--- src/rtl/pbw_pkg.sv ---
package pbw_pkg;

  typedef enum logic [2:0] {
    PH_IDLE   = 3'd0,
    PH_SELSU  = 3'd1,
    PH_WRSU   = 3'd2,
    PH_STROBE = 3'd3,
    PH_HOLD   = 3'd4
  } pbw_phase_t;

  function automatic logic phase_selects(input pbw_phase_t ph);
    return (ph == PH_WRSU) || (ph == PH_STROBE) || (ph == PH_HOLD);
  endfunction

  function automatic logic phase_drives(input pbw_phase_t ph);
    return (ph == PH_STROBE) || (ph == PH_HOLD);
  endfunction

endpackage

--- src/rtl/pbw_cfg_latch.sv ---
module pbw_cfg_latch #(
  parameter int TW = 4
) (
  input  logic          clk,
  input  logic          rst,
  input  logic          load,
  input  logic [TW-1:0] wr_setup_in,
  input  logic [TW-1:0] wr_active_in,
  input  logic [TW-1:0] wr_hold_in,
  output logic [TW-1:0] wr_setup_q,
  output logic [TW-1:0] wr_active_q,
  output logic [TW-1:0] wr_hold_q
);

  localparam logic [TW-1:0] ACTIVE_RST = TW'(1);

  always_ff @(posedge clk) begin
    if (rst) begin
      wr_setup_q  <= '0;
      wr_active_q <= ACTIVE_RST;
      wr_hold_q   <= '0;
    end else if (load) begin
      wr_setup_q  <= wr_setup_in;
      wr_active_q <= wr_active_in;
      wr_hold_q   <= wr_hold_in;
    end
  end

endmodule

--- src/rtl/pbw_phase_ctr.sv ---
module pbw_phase_ctr #(
  parameter int TW = 4
) (
  input  logic          clk,
  input  logic          rst,
  input  logic          load,
  input  logic [TW-1:0] load_val,
  output logic          expired
);

  logic [TW-1:0] remain_q;

  always_ff @(posedge clk) begin
    if (rst) begin
      remain_q <= '0;
    end else if (load) begin
      remain_q <= load_val;
    end else if (remain_q != '0) begin
      remain_q <= remain_q - TW'(1);
    end
  end

  assign expired = (remain_q == '0);

endmodule

--- src/rtl/pbw_seq_fsm.sv ---
module pbw_seq_fsm
  import pbw_pkg::*;
#(
  parameter int TW = 4
) (
  input  logic          clk,
  input  logic          rst,
  input  logic          accept,
  input  logic          expired,
  input  logic [TW-1:0] cs_setup_in,
  input  logic [TW-1:0] wr_setup_q,
  input  logic [TW-1:0] wr_active_q,
  input  logic [TW-1:0] wr_hold_q,
  output pbw_phase_t    phase_nxt,
  output logic          ctr_load,
  output logic [TW-1:0] ctr_val
);

  pbw_phase_t phase_q;

  always_comb begin
    phase_nxt = phase_q;
    ctr_load  = 1'b0;
    ctr_val   = '0;
    unique case (phase_q)
      PH_IDLE: begin
        if (accept) begin
          phase_nxt = PH_SELSU;
          ctr_load  = 1'b1;
          ctr_val   = cs_setup_in;
        end
      end
      PH_SELSU: begin
        if (expired) begin
          phase_nxt = PH_WRSU;
          ctr_load  = 1'b1;
          ctr_val   = wr_setup_q;
        end
      end
      PH_WRSU: begin
        if (expired) begin
          phase_nxt = PH_STROBE;
          ctr_load  = 1'b1;
          ctr_val   = wr_active_q;
        end
      end
      PH_STROBE: begin
        if (expired) begin
          phase_nxt = PH_HOLD;
          ctr_load  = 1'b1;
          ctr_val   = wr_hold_q;
        end
      end
      PH_HOLD: begin
        if (expired) phase_nxt = PH_IDLE;
      end
      default: phase_nxt = PH_IDLE;
    endcase
  end

  always_ff @(posedge clk) begin
    if (rst) phase_q <= PH_IDLE;
    else     phase_q <= phase_nxt;
  end

endmodule

--- src/rtl/pbw_pins.sv ---
module pbw_pins
  import pbw_pkg::*;
#(
  parameter int DW = 16
) (
  input  logic          clk,
  input  logic          rst,
  input  logic          accept,
  input  logic          sel_in,
  input  logic [DW-1:0] data_in,
  input  pbw_phase_t    phase_nxt,
  output logic          sel_q,
  output logic          cs_n_q,
  output logic          wr_n_q,
  output logic [DW-1:0] data_q,
  output logic          busy_q
);

  logic [DW-1:0] word_q;

  always_ff @(posedge clk) begin
    if (rst) begin
      word_q <= '0;
      sel_q  <= 1'b0;
    end else if (accept) begin
      word_q <= data_in;
      sel_q  <= sel_in;
    end
  end

  always_ff @(posedge clk) begin
    if (rst) begin
      cs_n_q <= 1'b1;
      wr_n_q <= 1'b1;
      data_q <= '0;
      busy_q <= 1'b0;
    end else begin
      cs_n_q <= !phase_selects(phase_nxt);
      wr_n_q <= (phase_nxt != PH_STROBE);
      data_q <= phase_drives(phase_nxt) ? word_q : '0;
      busy_q <= (phase_nxt != PH_IDLE);
    end
  end

endmodule

--- src/rtl/pbus_write_seq.sv ---
module pbus_write_seq
  import pbw_pkg::*;
#(
  parameter int DW = 16,
  parameter int TW = 4
) (
  input  logic          clk,
  input  logic          rst,
  input  logic          in_valid,
  output logic          in_ready,
  input  logic          in_sel,
  input  logic [DW-1:0] in_data,
  input  logic [TW-1:0] cfg_cs_setup,
  input  logic [TW-1:0] cfg_wr_setup,
  input  logic [TW-1:0] cfg_wr_active,
  input  logic [TW-1:0] cfg_wr_hold,
  output logic          bus_sel,
  output logic          bus_cs_n,
  output logic          bus_wr_n,
  output logic [DW-1:0] bus_data,
  output logic          busy
);

  logic          accept;
  logic          expired;
  logic          ctr_load;
  logic [TW-1:0] ctr_val;
  logic [TW-1:0] ws_q, wa_q, wh_q;
  pbw_phase_t    phase_nxt;

  assign in_ready = !busy;
  assign accept   = in_valid && in_ready;

  pbw_cfg_latch #(.TW(TW)) u_cfg (
    .clk          (clk),
    .rst          (rst),
    .load         (accept),
    .wr_setup_in  (cfg_wr_setup),
    .wr_active_in (cfg_wr_active),
    .wr_hold_in   (cfg_wr_hold),
    .wr_setup_q   (ws_q),
    .wr_active_q  (wa_q),
    .wr_hold_q    (wh_q)
  );

  pbw_phase_ctr #(.TW(TW)) u_ctr (
    .clk      (clk),
    .rst      (rst),
    .load     (ctr_load),
    .load_val (ctr_val),
    .expired  (expired)
  );

  pbw_seq_fsm #(.TW(TW)) u_fsm (
    .clk         (clk),
    .rst         (rst),
    .accept      (accept),
    .expired     (expired),
    .cs_setup_in (cfg_cs_setup),
    .wr_setup_q  (ws_q),
    .wr_active_q (wa_q),
    .wr_hold_q   (wh_q),
    .phase_nxt   (phase_nxt),
    .ctr_load    (ctr_load),
    .ctr_val     (ctr_val)
  );

  pbw_pins #(.DW(DW)) u_pins (
    .clk       (clk),
    .rst       (rst),
    .accept    (accept),
    .sel_in    (in_sel),
    .data_in   (in_data),
    .phase_nxt (phase_nxt),
    .sel_q     (bus_sel),
    .cs_n_q    (bus_cs_n),
    .wr_n_q    (bus_wr_n),
    .data_q    (bus_data),
    .busy_q    (busy)
  );

endmodule

--- config.mk ---
export PLATFORM = sky130hd
export DESIGN_NAME = pbus_write_seq
export DESIGN_NICKNAME = d
export VERILOG_FILES = /design/src/rtl/pbw_pkg.sv /design/src/rtl/pbw_cfg_latch.sv /design/src/rtl/pbw_phase_ctr.sv /design/src/rtl/pbw_seq_fsm.sv /design/src/rtl/pbw_pins.sv /design/src/rtl/pbus_write_seq.sv
export SDC_FILE = /design/constraint.sdc
export NUM_CORES = 1
export LEC_CHECK = 0
export ABC_AREA = 1
export BUFFER_PORTS_ARGS = -buffer_cell sky130_fd_sc_hd__buf_2
export CAP_MARGIN = 25
export CORE_MARGIN = 1
export CORE_UTILIZATION = 40
export CTS_BUF_LIST = sky130_fd_sc_hd__clkbuf_16
export CTS_CLUSTER_DIAMETER = 60
export CTS_CLUSTER_SIZE = 16
export DETAILED_ROUTE_END_ITERATION = 12
export PLACE_DENSITY_LB_ADDON = 0.3
export RECOVER_POWER = 100
export SLEW_MARGIN = 20
export SYNTH_ARGS = -nofsm -noshare
export SYNTH_HDL_FRONTEND = slang
export SYNTH_SLANG_ARGS = --single-unit
--- constraint.sdc ---
create_clock -name clk -period 2.4 [get_ports clk]
set_input_delay 0.48 -clock clk [delete_from_list [all_inputs] [get_ports clk]]
set_output_delay 0.48 -clock clk [all_outputs]
set_load 0.02 [all_outputs]
==> run summary <==
outcome - completed
Rows - 26
Tot Pwr - 2.79 mW
first-pass GRT wire length - 7430 um
Initial Util - 42.2%
Arr. time, crit path - 2180 ps
WL per Instance - 11.4 um
Starting DRT DRC Count - 59
final RePlAce weighted congestion - 0.854
Final Critical Period - 2030 ps
met2 WL - 1960 um
Top Metal Used - met4
Final setup viols - 0
initial antenna violation count - 0
Seq/Total Area, Yosys - 50.4%
Crit Path Class - reg -> reg
placed cell area - 2520 sq um
CP endpoint kind - flop
vias in the first global route - 1681
CTS Hold Buffers Added - 0
clk_skew - 8.01 ps
clk_lat worst skew - 290 ps
final hold viol count - 0
final number of max-transition violations - 0
Fmax - 493 MHz
total grt overflow - 0
Clock Tree Buf Depth - 2
P_leak - 1.13 nW
DPL Wire Length - 3190 um
CTS tree - done
met1 WL - 2300 um
setup TNS - 0 ps
Synth warnings - 0
total core area - 5170 sq um
post-route cell area - 2580 sq um
setup repair bufs after CTS - 0
Synth-to-Final Area Change - 18.3%
Relative slew margins - 53.7%
Worst setup startpoint - u_ctr.remain_q[0]$_SDFFE_PP0P_
WL met3 - 251 um
Mapped Nets - 315
total I/O pin count - 57
post-cts resize count - 0
nets@finish - 370
worst hold stages - 3
Worst-path clk slew - 70 ps
Synth Register Bits - 55
syn avg cell area - 7.85 sq um
worst reg2reg setup slack - 370 ps
vias per cell - 4.62
Residual DRC - 0
Die Area - 5760 sq um
Num Clock Sinks - 55
# H-tree levels - 2
Worst Max-Slew Pin Slew - 693 ps
final wirelength - 4590 um
worst r2r src - u_ctr.remain_q[0]$_SDFFE_PP0P_
Endpoint, Worst Hold - u_cfg.wr_active_q[0]$_SDFFE_PP1P_
input/output buffers - 56
P per Cell Area - 1080 nW/um^2
cts bufs inserted - 5
VDD IR max - 0.000424 V
worst reg-to-reg path cell count - 7
synthesized instance count - 278
GRT Util Overall - 17.2%
DR pass1 iterations - 4
DIE HEIGHT - 75.9 um
Max-Cap Viols - 0
RSZ-0062 raised after global routing - false
crit-path max FO - 18
synth unique cells - 25
layout cells sized above 1 - 15.0%
Antenna Cells - 0
Critical Path Start Type - flop
pin count of the biggest net entering global routing - 32
R2R Path End - u_pins.data_q[12]$_SDFF_PP0_
fin crit share - 84.5%
synthesized cell area - 2180 sq um
ANT nets after route - 0
min-delay src - cfg_wr_active[0]
vias post-DR - 1865
Required @ worst endpoint - 2550 ps
Die Wd - 75.9 um
min-delay worst type - in -> reg
CTS root buf - clkbuf_16
## cells by family after synthesis
| family | synth area share [%] |
|---|---|
| AOI/OAI and AO/OA | 17.1 |
| xor gates and xnor gates | 0.802 |
| adders and majority gates | 0.573 |
| buffers and inverters | 9.34 |
| DFF | 50.4 |
| and+or+nand+nor | 21.7 |
## synthesized netlist by cell type
cell type,instances,area [sq um]
nand3_4,1,17.5
dfxtp_1,55,1100
xor2_1,1,8.76
buf_6,1,11.3
a21oi_1,30,150
nor3_1,7,35.0
nand3_1,21,105
buf_2,1,5.00
nand2_4,1,11.3
buf_4,1,7.51
inv_2,2,7.51
nand3_2,2,20.0
clkinv_1,1,3.75
xnor2_1,1,8.76
a21oi_2,9,78.8
o21ai_0,29,145
inv_1,36,135
nor2_1,39,146
nand2_2,2,12.5
and2_1,1,6.26
ha_1,1,12.5
nand2_1,24,90.1
clkbuf_1,9,33.8
nand3b_1,1,7.51
nor2_4,2,22.5
## power by group
part	internal [mW]	switching, mW	leakage (nW)
combinational	0.292	0.616	0.611
sequential	1.08	0.0788	0.452
clock	0.391	0.330	0.0694
total	1.76	1.02	1.13
## worst max-delay path by stage
stage	to	slack [ps]	cells past startpoint
after floorplan	u_pins.data_q[10]$_SDFF_PP0_	910	9
after global placement	u_pins.cs_n_q$_SDFF_PP1_	530	8
after detailed placement	u_pins.data_q[2]$_SDFF_PP0_	430	7
after CTS	u_pins.cs_n_q$_SDFF_PP1_	430	8
after global routing	u_pins.cs_n_q$_SDFF_PP1_	100	8
final	u_pins.data_q[12]$_SDFF_PP0_	370	7
## critical path, cell delays in order (launching register included)
cell and delay [ps]:
dfxtp_1 300, inv_1 110, ha_1 400, nand2_1 90, nor2_1 240, nand2_1 90, nand3_1 500, a21oi_1 150
## layout make-up
cell class	instances	area (sq um)
sequential	55	1100
tap	70	87.6
clock buffer	5	125
multi-input combinational	172	825
clock inverter	3	22.5
inverter	39	146
fill	539	2590
timing repair buffer	60	275
## placed cells by master, fill, tap and decap left out
cell type   synthesis  layout
buf_2               1      35
nand3_1            21      23
buf_4               1       1
nor2_4              2       2
inv_2               2       1
clkbuf_1            9      22
clkbuf_2            0       2
ha_1                1       1
inv_8               0       1
xor2_1              1       1
nor2_1             39      39
nand3b_1            1       1
and2_0              0       1
clkbuf_16           0       5
nand2_1            24      26
a21oi_1            30      39
nand3_4             1       1
clkinv_1            1       2
xnor2_1             1       1
inv_1              36      37
clkinvlp_4          0       1
o21ai_0            29      29
nand2_2             2       1
dfxtp_1            55      55
nor3_1              7       7
## state kept, by name (all words and copies together) (netlist names), 3 cells and up
signal / count
u_cfg.wr_active_q: 4
u_pins.data_q: 16
u_fsm.phase_q: 3
u_cfg.wr_hold_q: 4
u_pins.word_q: 16
u_ctr.remain_q: 4
u_cfg.wr_setup_q: 4
## metal layers
metal | vias up | track usage [%]
met5 | - | 0
met1 | 807 | 22.4
met2 | 49 | 27.1
met4 | 0 | 5.97
li1 | 1001 | -
met3 | 8 | 5.16
## per-stage QoR
step           utilization (%)  instances  hold slack, ps  setup WS (ps)
2_1_floorplan                -        278             413            913
3_3_place_gp              48.8        396             417            530
3_5_place_dp              48.8        396             421            425
4_1_cts                   51.6        404             393            428
5_1_grt                   49.9        404             400           98.7
6_report                  49.9        404             393            372
Note: power is estimated with default switching activity, not from simulation.
